## config.mk

```make
export PLATFORM = sky130hd
export DESIGN_NAME = rtc_irq_emu
export DESIGN_NICKNAME = d
export VERILOG_FILES = /design/src/rtl/rtc_emu_pkg.sv /design/src/rtl/rtc_emu_rate.sv /design/src/rtl/rtc_emu_sched.sv /design/src/rtl/rtc_emu_eval.sv /design/src/rtl/rtc_irq_emu.sv
export SDC_FILE = /design/constraint.sdc
export NUM_CORES = 1
export LEC_CHECK = 0
export ABC_AREA = 0
export BUFFER_PORTS_ARGS = -buffer_cell sky130_fd_sc_hd__buf_4
export CAP_MARGIN = 20
export CORE_ASPECT_RATIO = 1.2
export CORE_MARGIN = 4
export CORE_UTILIZATION = 30
export CTS_CLUSTER_DIAMETER = 200
export DETAILED_ROUTE_END_ITERATION = 10
export PLACE_DENSITY = 0.46
export SETUP_SLACK_MARGIN = 0.4
export SYNTH_ARGS = -nofsm -noshare
export SYNTH_HDL_FRONTEND = slang
export SYNTH_SLANG_ARGS = --single-unit
export TNS_END_PERCENT = 20
```

## constraint.sdc

```tcl
create_clock -name clk -period 8.4 [get_ports clk]
set_input_delay 0.84 -clock clk [delete_from_list [all_inputs] [get_ports clk]]
set_output_delay 0.84 -clock clk [all_outputs]
set_load 0.02 [all_outputs]
```

## src/rtl/rtc_emu_pkg.sv

```systemverilog
`timescale 1ns/1ps
package rtc_emu_pkg;
    localparam int EN_W   = 3;
    localparam int EN_UPD = 0;
    localparam int EN_ALM = 1;
    localparam int EN_PER = 2;

    localparam int FLG_UPD  = 4;
    localparam int FLG_ALM  = 5;
    localparam int FLG_PER  = 6;
    localparam int FLG_PEND = 7;
    localparam int WORD_W   = 16;

    localparam logic [3:0] BASE_EXP = 4'd6;   // 64 Hz base tick
    localparam logic [3:0] MIN_EXP  = 4'd1;   // 2 Hz
    localparam logic [3:0] MAX_EXP  = 4'd13;  // 8192 Hz

    typedef enum logic [1:0] {SC_OFF, SC_WAIT, SC_STEP} sched_e;
endpackage

```

## src/rtl/rtc_emu_rate.sv

```systemverilog
`timescale 1ns/1ps
// Holds the programmed periodic rate and derives tick intervals and divider limit.
module rtc_emu_rate
    import rtc_emu_pkg::*;
#(
    parameter int CNT_W    = 32,
    parameter int CNT_LOG2 = 15,   // must be at least 13
    parameter int DIV_W    = 8
) (
    input  logic             clk,
    input  logic             rst_n,
    input  logic             rate_we,
    input  logic [3:0]       rate_exp,
    output logic [CNT_W-1:0] base_ivl,
    output logic [CNT_W-1:0] fast_ivl,
    output logic [DIV_W-1:0] div_limit,
    output logic             fast_mode
);
    localparam logic [CNT_W-1:0] ONE_C    = CNT_W'(1);
    localparam logic [5:0]       LOG2_C   = 6'(CNT_LOG2);
    localparam logic [CNT_W-1:0] BASE_IVL = ONE_C << (LOG2_C - {2'b00, BASE_EXP});

    typedef struct packed {
        logic [3:0] exp;
    } rate_t;

    rate_t r_d, r_q;

    always_comb begin
        r_d = r_q;
        if (rate_we && rate_exp >= MIN_EXP && rate_exp <= MAX_EXP) begin
            r_d.exp = rate_exp;
        end
    end

    always_ff @(posedge clk) begin
        if (!rst_n) begin
            r_q.exp <= BASE_EXP;
        end else begin
            r_q <= r_d;
        end
    end

    always_comb begin
        fast_mode = (r_q.exp > BASE_EXP);
        base_ivl  = BASE_IVL;
        fast_ivl  = ONE_C << (LOG2_C - {2'b00, r_q.exp});
        if (fast_mode) begin
            div_limit = '0;
        end else begin
            div_limit = DIV_W'(1) << (BASE_EXP - r_q.exp);
        end
    end
endmodule

```

## src/rtl/rtc_emu_sched.sv

```systemverilog
`timescale 1ns/1ps
// Enable mask, compare value and bounded catch-up sequencer.
module rtc_emu_sched
    import rtc_emu_pkg::*;
#(
    parameter int CNT_W     = 32,
    parameter int MAX_CATCH = 16,
    parameter int LOST_W    = 4
) (
    input  logic              clk,
    input  logic              rst_n,
    input  logic [CNT_W-1:0]  cnt_in,
    input  logic              en_we,
    input  logic [EN_W-1:0]   en_wdata,
    input  logic [CNT_W-1:0]  base_ivl,
    input  logic [CNT_W-1:0]  fast_ivl,
    input  logic              fast_mode,
    output logic [EN_W-1:0]   en_cur,
    output logic [EN_W-1:0]   en_rise,
    output logic              tick,
    output logic [LOST_W-1:0] lost
);
    localparam logic [LOST_W-1:0] LAST_ITER = LOST_W'(MAX_CATCH - 1);

    typedef struct packed {
        sched_e              st;
        logic [CNT_W-1:0]    cmp;
        logic [LOST_W-1:0]   iter;
        logic [EN_W-1:0]     en;
        logic [EN_W-1:0]     rise;
        logic                tick;
        logic [LOST_W-1:0]   lost;
    } sched_t;

    sched_t s_d, s_q;

    logic [CNT_W-1:0] ivl_cur, ivl_new, nxt, lag, lead;
    logic             ahead;

    always_comb begin
        ivl_cur = (s_q.en[EN_PER] && fast_mode) ? fast_ivl : base_ivl;
        ivl_new = (en_wdata[EN_PER] && fast_mode) ? fast_ivl : base_ivl;
        nxt     = s_q.cmp + ivl_cur;
        lag     = cnt_in - s_q.cmp;
        lead    = nxt - cnt_in;
        ahead   = !lead[CNT_W-1] && (lead != '0);
    end

    always_comb begin
        s_d      = s_q;
        s_d.tick = 1'b0;
        s_d.lost = '0;
        s_d.rise = '0;
        unique case (s_q.st)
            SC_WAIT: begin
                if (!lag[CNT_W-1]) begin
                    s_d.st   = SC_STEP;
                    s_d.iter = '0;
                end
            end
            SC_STEP: begin
                s_d.cmp = nxt;
                if (ahead || s_q.iter == LAST_ITER) begin
                    s_d.tick = 1'b1;
                    s_d.lost = s_q.iter;
                    s_d.st   = SC_WAIT;
                end else begin
                    s_d.iter = s_q.iter + 1'b1;
                end
            end
            default: ;
        endcase
        if (en_we) begin
            s_d.en   = en_wdata;
            s_d.rise = en_wdata & ~s_q.en;
            if (en_wdata == '0) begin
                s_d.st   = SC_OFF;
                s_d.tick = 1'b0;
                s_d.lost = '0;
            end else if (s_q.en == '0) begin
                s_d.st  = SC_WAIT;
                s_d.cmp = cnt_in + ivl_new;
            end
        end
    end

    always_ff @(posedge clk) begin
        if (!rst_n) begin
            s_q.st   <= SC_OFF;
            s_q.cmp  <= '0;
            s_q.iter <= '0;
            s_q.en   <= '0;
            s_q.rise <= '0;
            s_q.tick <= 1'b0;
            s_q.lost <= '0;
        end else begin
            s_q <= s_d;
        end
    end

    assign en_cur  = s_q.en;
    assign en_rise = s_q.rise;
    assign tick    = s_q.tick;
    assign lost    = s_q.lost;
endmodule

```

## src/rtl/rtc_emu_eval.sv

```systemverilog
`timescale 1ns/1ps
// Per-tick evaluation of update, alarm and periodic sources.
module rtc_emu_eval
    import rtc_emu_pkg::*;
#(
    parameter int TOD_W  = 8,
    parameter int DIV_W  = 8,
    parameter int LOST_W = 4,
    parameter int PIE_W  = 16
) (
    input  logic              clk,
    input  logic              rst_n,
    input  logic              tick,
    input  logic [LOST_W-1:0] lost,
    input  logic [EN_W-1:0]   en_cur,
    input  logic [EN_W-1:0]   en_rise,
    input  logic [DIV_W-1:0]  div_limit,
    input  logic [TOD_W-1:0]  tod_hr,
    input  logic [TOD_W-1:0]  tod_min,
    input  logic [TOD_W-1:0]  tod_sec,
    input  logic              alm_we,
    input  logic [TOD_W-1:0]  alm_hr,
    input  logic [TOD_W-1:0]  alm_min,
    input  logic [TOD_W-1:0]  alm_sec,
    output logic              irq_valid,
    output logic [WORD_W-1:0] irq_word
);
    typedef struct packed {
        logic [TOD_W-1:0]  prev_sec;
        logic              prev_ok;
        logic [TOD_W-1:0]  a_hr;
        logic [TOD_W-1:0]  a_min;
        logic [TOD_W-1:0]  a_sec;
        logic [PIE_W-1:0]  pie;
        logic              valid;
        logic [WORD_W-1:0] word;
    } eval_t;

    eval_t e_d, e_q;
    logic [7:0]       flags;
    logic [PIE_W-1:0] pie_sum;
    logic             alarm_hit;

    always_comb begin
        alarm_hit = (tod_hr == e_q.a_hr) && (tod_min == e_q.a_min) && (tod_sec == e_q.a_sec);
    end

    always_comb begin
        e_d       = e_q;
        e_d.valid = 1'b0;
        e_d.word  = '0;
        flags     = '0;
        pie_sum   = '0;
        if (alm_we) begin
            e_d.a_hr  = alm_hr;
            e_d.a_min = alm_min;
            e_d.a_sec = alm_sec;
        end
        if (en_rise[EN_UPD]) e_d.prev_ok = 1'b0;
        if (en_rise[EN_PER]) e_d.pie     = '0;
        if (tick) begin
            if (en_cur[EN_UPD] && (!e_d.prev_ok || tod_sec != e_q.prev_sec)) begin
                flags[FLG_UPD] = e_d.prev_ok;
                e_d.prev_sec   = tod_sec;
                e_d.prev_ok    = 1'b1;
            end
            if (en_cur[EN_ALM] && alarm_hit) begin
                flags[FLG_ALM] = 1'b1;
            end
            if (en_cur[EN_PER]) begin
                pie_sum = e_d.pie + PIE_W'(lost) + PIE_W'(1);
                if (pie_sum >= PIE_W'(div_limit)) begin
                    flags[FLG_PER] = 1'b1;
                    e_d.pie        = '0;
                end else begin
                    e_d.pie = pie_sum;
                end
            end
            if (flags != '0) begin
                flags[FLG_PEND] = 1'b1;
                e_d.valid       = 1'b1;
                e_d.word        = {8'd1, flags};
            end
        end
    end

    always_ff @(posedge clk) begin
        if (!rst_n) begin
            e_q.prev_sec <= '0;
            e_q.prev_ok  <= 1'b0;
            e_q.a_hr     <= '0;
            e_q.a_min    <= '0;
            e_q.a_sec    <= '0;
            e_q.pie      <= '0;
            e_q.valid    <= 1'b0;
            e_q.word     <= '0;
        end else begin
            e_q <= e_d;
        end
    end

    assign irq_valid = e_q.valid;
    assign irq_word  = e_q.word;
endmodule

```

## src/rtl/rtc_irq_emu.sv

```systemverilog
`timescale 1ns/1ps
module rtc_irq_emu
    import rtc_emu_pkg::*;
#(
    parameter int CNT_W     = 32,
    parameter int CNT_LOG2  = 15,
    parameter int TOD_W     = 8,
    parameter int MAX_CATCH = 16,
    parameter int PIE_W     = 16
) (
    input  logic              clk,
    input  logic              rst_n,
    input  logic [CNT_W-1:0]  cnt_in,
    input  logic [TOD_W-1:0]  tod_hr,
    input  logic [TOD_W-1:0]  tod_min,
    input  logic [TOD_W-1:0]  tod_sec,
    input  logic              en_we,
    input  logic [2:0]        en_wdata,
    input  logic              alm_we,
    input  logic [TOD_W-1:0]  alm_hr,
    input  logic [TOD_W-1:0]  alm_min,
    input  logic [TOD_W-1:0]  alm_sec,
    input  logic              rate_we,
    input  logic [3:0]        rate_exp,
    output logic              irq_valid,
    output logic [15:0]       irq_word
);
    localparam int LOST_W = (MAX_CATCH > 2) ? $clog2(MAX_CATCH) : 1;
    localparam int DIV_W  = 8;

    logic [CNT_W-1:0]  base_ivl, fast_ivl;
    logic [DIV_W-1:0]  div_limit;
    logic              fast_mode;
    logic [EN_W-1:0]   en_cur, en_rise;
    logic              tick;
    logic [LOST_W-1:0] lost;

    rtc_emu_rate #(.CNT_W(CNT_W), .CNT_LOG2(CNT_LOG2), .DIV_W(DIV_W)) u_rate (
        .clk(clk), .rst_n(rst_n), .rate_we(rate_we), .rate_exp(rate_exp),
        .base_ivl(base_ivl), .fast_ivl(fast_ivl), .div_limit(div_limit), .fast_mode(fast_mode)
    );

    rtc_emu_sched #(.CNT_W(CNT_W), .MAX_CATCH(MAX_CATCH), .LOST_W(LOST_W)) u_sched (
        .clk(clk), .rst_n(rst_n), .cnt_in(cnt_in), .en_we(en_we), .en_wdata(en_wdata),
        .base_ivl(base_ivl), .fast_ivl(fast_ivl), .fast_mode(fast_mode),
        .en_cur(en_cur), .en_rise(en_rise), .tick(tick), .lost(lost)
    );

    rtc_emu_eval #(.TOD_W(TOD_W), .DIV_W(DIV_W), .LOST_W(LOST_W), .PIE_W(PIE_W)) u_eval (
        .clk(clk), .rst_n(rst_n), .tick(tick), .lost(lost), .en_cur(en_cur), .en_rise(en_rise),
        .div_limit(div_limit), .tod_hr(tod_hr), .tod_min(tod_min), .tod_sec(tod_sec),
        .alm_we(alm_we), .alm_hr(alm_hr), .alm_min(alm_min), .alm_sec(alm_sec),
        .irq_valid(irq_valid), .irq_word(irq_word)
    );
endmodule

```

* Yosys cells after proc, flatten, opt, wreduce, memory -nomap -nowiden
Cells that the tools add are included.
Operators by class: reduce and logical (&&, ||, !) cells 23, eq/ne operators 9, bitwise logic cells 2, mux-type cells 33, shift operators 2, $lt $le $gt $ge 4, add/sub/neg operators 9
Operators with widths (count):
- two-way mux 32 bit | 4
- two-way mux 34 bit | 2
- adder 32 bit | 2
- subtractor 32 bit | 2
- two-way mux 16 bit | 3
- two-way mux 33 bit | 1
- nonzero test 32 bit | 1
- left shift 1 x 6 -> 32 bit, first input constant | 1
- == test 8 bit | 3
- two-way mux 5 bit | 4
- two-way mux 17 bit | 1
- adder 16 x 1 -> 16 bit, second input constant | 1
- adder 16 x 4 -> 16 bit | 1
- greater-or-equal comparator 16 x 8 -> 1 bit | 1
- two-way mux 1 bit | 10
- logical AND 1 bit | 9
- two-way mux 4 bit | 2
- two-way mux 8 bit | 1
- inequality test 8 bit | 1
- case mux 4 bit (2 select lines) | 1
- left shift 1 x 4 -> 8 bit, first input constant | 1
- logical NOT 3 bit | 2
- two-way mux 2 bit | 3
- AND reduction 2 bit | 3
- 18 further kinds | 22
Storage, ports and cells: bits in registers 119, output and inout port bits 17, word-level logic and storage cells 99, bits of input ports 92

* Depth between registers and ports, before layout
depth after elaboration 13, mapped depth 30, mapped depth without buffers 28

* Modules after synthesis
Synthesis repeated with hierarchy kept, for this count alone.
Unflattened totals: cells, all modules 1563, area, all modules 12469.5 µm²
Modules (own cells, without submodules):
- rtc_emu_sched | cells each 1136, seq. area each 980.9 µm², area an instance 8687.1 µm², times used 1
- rtc_emu_eval | cells each 322, seq. area each 1061.0 µm², area an instance 3056.7 µm², times used 1
- rtc_emu_rate | cells each 105, seq. area each 80.1 µm², area an instance 725.7 µm², times used 1

* Least setup slack after synthesis
Ideal clock, no wire load.
kind reg2reg, start point reg u_rate.r_q[2] in the netlist's numbering, end point reg u_sched.s_q[14] in the netlist's numbering, path slack 2.632 ns, period minus slack after synthesis 5.768 ns, arrival 5.695 ns, path buffers 2, cell stages (with the launch flop) 29, library setup time 0.073 ns, required time 8.327 ns, cell sequence dfxtp_1 -> clkbuf_1 -> inv_1 -> ha_1 -> and3_1 -> ha_1 -> nand4b_1 -> a31oi_1 -> o311a_1 -> nor3b_1 -> o21ai_0 -> a31o_2 -> nand2_1 -> nor2_1 -> nand2_1 -> xnor2_1 -> ha_1 -> clkbuf_1 -> and4_1 -> and2_1 -> a221oi_1 -> o221a_2 -> o311ai_1 -> o21ai_1 -> or4_4 -> nor4_4 -> a211oi_1 -> or4_4 -> o211ai_2
Between the ends: cells in the longest elaborated chain, start to end 10, elaborated cells between the ends (all ways) 13, classes of those cells add/sub (3); order compare (1); eq/ne (1); shift (1); mux (1); reduce/logical (6)
RTL lines:
- start, declared | line rtc_emu_rate.sv:27 | rate_t r_d, r_q;
- start signal, assigned | line rtc_emu_rate.sv:40 | r_q <= r_d;
- subtractor 4 x 4 -> 5 bit / > comparator 4 x 3 -> 1 bit (equally long branches) | line rtc_emu_rate.sv:47, rtc_emu_rate.sv:45
- left shift 1 x 6 -> 32 bit / logical AND 1 bit (equally long branches) | line rtc_emu_rate.sv:47, rtc_emu_sched.sv:41
- two-way mux 32 bit * | line rtc_emu_sched.sv:41 | ivl_cur = (s_q.en[EN_PER] && fast_mode) ? fast_ivl : base_ivl;
- adder 32 bit * | line rtc_emu_sched.sv:43 | nxt = s_q.cmp + ivl_cur;
- subtractor 32 bit * | line rtc_emu_sched.sv:45 | lead = nxt - cnt_in;
- nonzero test 32 bit / logical NOT 1 bit (equally long branches) | line rtc_emu_sched.sv:46 | ahead = !lead[CNT_W-1] && (lead != '0);
- logical AND 1 bit * | line rtc_emu_sched.sv:46
- logical OR 1 bit * | line rtc_emu_sched.sv:63 | if (ahead || s_q.iter == LAST_ITER) begin
- inequality test 2 bit (no line) *
- AND reduction 3 bit (no line) *
- end, declared | line rtc_emu_sched.sv:35 | sched_t s_d, s_q;
Every way passes the cells marked *; elsewhere a longest branch is shown, timed or not. A chain may end at the register's enable or synchronous reset.

* Final worst setup path
start point reg u_rate.r_q[0] in the netlist's numbering, end point reg u_sched.s_q[14] in the netlist's numbering
Same word-level chain as after synthesis.

==> reports/metrics.cfg <==
[synthesis]
ys_warn_count=0
syn-mean-instance-area_sq_um=7.68
ys_seq_elements=105
postSynth.asyncResetShare_pct=0
count_of_flip_flops_with_a_built_in_enable_after_synthesis=0
synthCells=1321
synth.lib_cells_used.distinct=80
synthFlopType=sky130_fd_sc_hd__dfxtp_1
synth-seq-area-share_pct=20.7
synth.cell_area_sq_um=10100

[critical_path]
critPathRequiredTime_ns=8.70
crit_top_cell=sky130_fd_sc_hd__ha_1
end_kind=flop
endpoint_of_the_most_critical_register_to_register_path=u_sched.s_q[14]
top_fanout_value_on_the_critical_path=13
r2r_start=u_rate.r_q[0]
cpPeakStageDelay_ns=0.56
r2r_cells=27
worst-r2r-setup-slack_ns=1.80
data_arrival_critical_path_ns=6.90
timing.setup.critical_path_class=flop to flop
cp-start-kind=flop
slowest_stage=sky130_fd_sc_hd__dfxtp_1

[clocking]
postCtsSetupBuffers=0
path_clk_slew_ns=0.08
cts_stage_hold_buffer_count=0
cts_made_buffers=9
cts_resized=0
clkSinkCount=105
htreeDepth=3
cts-root-buf=sky130_fd_sc_hd__clkbuf_16
clock_tree_from_tritoncts=built
clk_path_buf_depth=2
worst_skew_pair.late_latency_ns=0.37

[routing]
route.antenna.remaining_nets=0
routed_wirelength_mm=29.6
drt_iter0_markers=418
num_vias=9311
drt-vias-per-instance=5.03
post-route-drc-count=0
top_layer_used=met4
firstDrtPassIters=5
dr_wl_met3_um=684
detail_route.wl_per_cell_um=16.0
wl_met2_mm=14.7
drt-met1-wl_mm=13.8

[global_routing]
grt_pass1_wl_mm=47.8
global_route.overflow_total=0
grt_antenna_before_repair=0
pin_count_of_the_biggest_net_entering_global_routing=34
grt_pass1_vias=9258
groute.usage.overall_pct=15.9

[floorplanning]
ios=109
die_width_um=176
rows=73
start_util_pct=30.5
die_h_um=209
core_area_sq_um=33200
area_enclosed_by_the_die_boundary_sq_um=36800

[sta]
timing.setup.tns_ns=0
layout_min_cycle_time_ns=6.60
setup_viol=0
layout_worst_path_cycle_share_pct=78.5
rsz_0062_raised_after_global_routing=no
actual_transition_at_the_worst_max_transition_pin_ns=0.959
slew-limit-headroom_pct=35.7
slew_violations=0
final_hold_viol_count=0
timing.fmax_ghz=0.152
clock-skew-final_ns=0.0153

[place]
placedInstanceArea_sq_um=11300
port_buffers=97
place_hpwl_mm=24.1
finalWeightedCongestion=0.844

[finish]
final_layout_size_suffix_gt1_share_pct=10.4
nNetsFinal=1603
layout_overhead_on_the_synthesized_area_pct=14.1
finish.instance_area_sq_um=11600
finalCoreUtilization_pct=34.8
insertedDiodeCount=0

[power]
ir_drop_uv=87.3
power.static_leakage_uw=0.00498
report.power.total_uw=1600
cellPowerDensity_nw_per_um2=138

[hold_path]
min-delay-path-class=flop to flop
whs_path_depth=2
min_delay_worst_endpoint=u_eval.e_q[25]
min-delay-start=u_eval.e_q[25]

[outcome]
status=finished, final reports clean

[run]
max-cap-violations=0

[logic make-up after synthesis]
logic type               synth area share [%]
multiplexers                             4.48
AO/OA/AOI/OAI                            20.5
AND/OR/NAND/NOR                          21.8
adder cells (fa/ha/maj)                  14.4
flip-flops                               20.7
XOR/XNOR                                 11.7
other                                  0.0370
buffers and inverters                    6.33
[flip-flops by register name, summed over array words and instances, names as in the netlist]
register / cells
u_sched.en_cur: 3
u_sched.lost: 4
u_sched.en_rise: 2
u_sched.s_q: 38
u_rate.r_q: 4
u_sched.tick: 1
u_eval.e_q: 49
u_eval.irq_word: 4
[Yosys cell counts (all sizes together), types with 19 or more instances]
cell type,number,share of area [%]
nor2,131,4.8
ha,110,14
nand2,110,4.1
dfxtp,105,21
inv,98,3.6
xnor2,97,8.4
a21oi,85,4.4
o21ai,65,3.2
mux2i,42,4.1
xor2,39,3.4
nand3,35,1.7
clkbuf,34,1.3
a21o,31,2.3
nor3,31,1.5
nand4,26,1.6
a211oi,22,1.7
buf,22,1.4
nor2b,20,1.2
o211ai,19,1.5
[worst max-delay path by stage]
stage / startpoint / endpoint / slack, ns / cells after the start
final: u_rate.r_q[0] / u_sched.s_q[14] / 1.80 / 27
after global routing: u_rate.r_q[0] / u_sched.s_q[14] / 1.20 / 28
after CTS: u_rate.r_q[0] / u_sched.s_q[14] / 1.75 / 27
after detailed placement: u_rate.r_q[0] / u_sched.s_q[14] / 1.80 / 27
after global placement: u_rate.r_q[0] / u_sched.s_q[14] / 2.01 / 27
after floorplan: u_rate.r_q[2] / u_sched.s_q[14] / 2.63 / 28
[layer usage]
| layer | GRT usage (%) | vias to the layer above |
|---|---|---|
| met5 | 0 | - |
| met4 | 4.12 | 0 |
| met3 | 1.48 | 23 |
| met2 | 28.4 | 128 |
| met1 | 20.5 | 4349 |
| li1 | - | 4811 |
[layout by cell type, fill, tap and decap left out, types with 6 or more instances in the layout]
cell / netlist / routed
sky130_fd_sc_hd__o21ai_0: 56 / 56
sky130_fd_sc_hd__nand2_1: 110 / 110
sky130_fd_sc_hd__a21oi_2: 6 / 6
sky130_fd_sc_hd__a21oi_1: 79 / 79
sky130_fd_sc_hd__o22ai_1: 13 / 13
sky130_fd_sc_hd__xor2_1: 39 / 39
sky130_fd_sc_hd__nor2_1: 131 / 131
sky130_fd_sc_hd__nand4_1: 26 / 26
sky130_fd_sc_hd__xnor2_1: 97 / 97
sky130_fd_sc_hd__and3_1: 16 / 16
sky130_fd_sc_hd__o21bai_1: 6 / 6
sky130_fd_sc_hd__nor4_1: 11 / 11
sky130_fd_sc_hd__mux2i_1: 42 / 42
sky130_fd_sc_hd__a21o_1: 31 / 31
sky130_fd_sc_hd__or2_2: 7 / 7
sky130_fd_sc_hd__a31oi_1: 14 / 14
sky130_fd_sc_hd__o21ai_1: 9 / 9
sky130_fd_sc_hd__inv_1: 98 / 97
sky130_fd_sc_hd__and2_1: 16 / 16
sky130_fd_sc_hd__o211ai_1: 17 / 17
sky130_fd_sc_hd__nand2b_1: 16 / 16
sky130_fd_sc_hd__nor3_1: 31 / 31
sky130_fd_sc_hd__nor2b_1: 20 / 20
sky130_fd_sc_hd__a211oi_1: 21 / 21
sky130_fd_sc_hd__conb_1: 1 / 21
sky130_fd_sc_hd__ha_1: 110 / 110
sky130_fd_sc_hd__nand3_1: 35 / 35
sky130_fd_sc_hd__buf_4: 16 / 101
sky130_fd_sc_hd__dfxtp_1: 105 / 105
sky130_fd_sc_hd__o21a_1: 9 / 9
sky130_fd_sc_hd__clkbuf_16: 0 / 9
[critical path: cells and delay by family (launching register included)]
kind                     cells  cell delay [ns]
AO/OA/AOI/OAI                9             2.04
XOR/XNOR                     1             0.20
adder cells (fa/ha/maj)      4             0.97
buffers and inverters        1             0.11
flip-flops                   1             0.56
AND/OR/NAND/NOR             12             2.66
[per-stage QoR]
stage,std cells,worst slack [ns],hold WS [ns]
2_1_floorplan,1341,2.63,0.439
3_3_place_gp,1836,2.01,0.469
3_5_place_dp,1836,1.80,0.467
4_1_cts,1852,1.75,0.478
5_1_grt,1852,1.20,0.511
6_report,1852,1.80,0.475
[power by group]
| part | switching, uW | internal [uW] | total [uW] |
|---|---|---|---|
| clock | 227 | 238 | 465 |
| combinational | 340 | 245 | 586 |
| sequential | 25.2 | 521 | 546 |
| total | 593 | 1000 | 1600 |
[area by class of cell]
cell class / instances / area (sq um)
clock inverters: 6 / 80.1
repair buffers: 101 / 758
inverters: 98 / 368
flip-flops and latches: 105 / 2100
clock buffers: 10 / 229
well taps: 450 / 563
multi-input cells: 1082 / 7480
fillers: 3617 / 21700
Power figures use the tool's default switching activity.
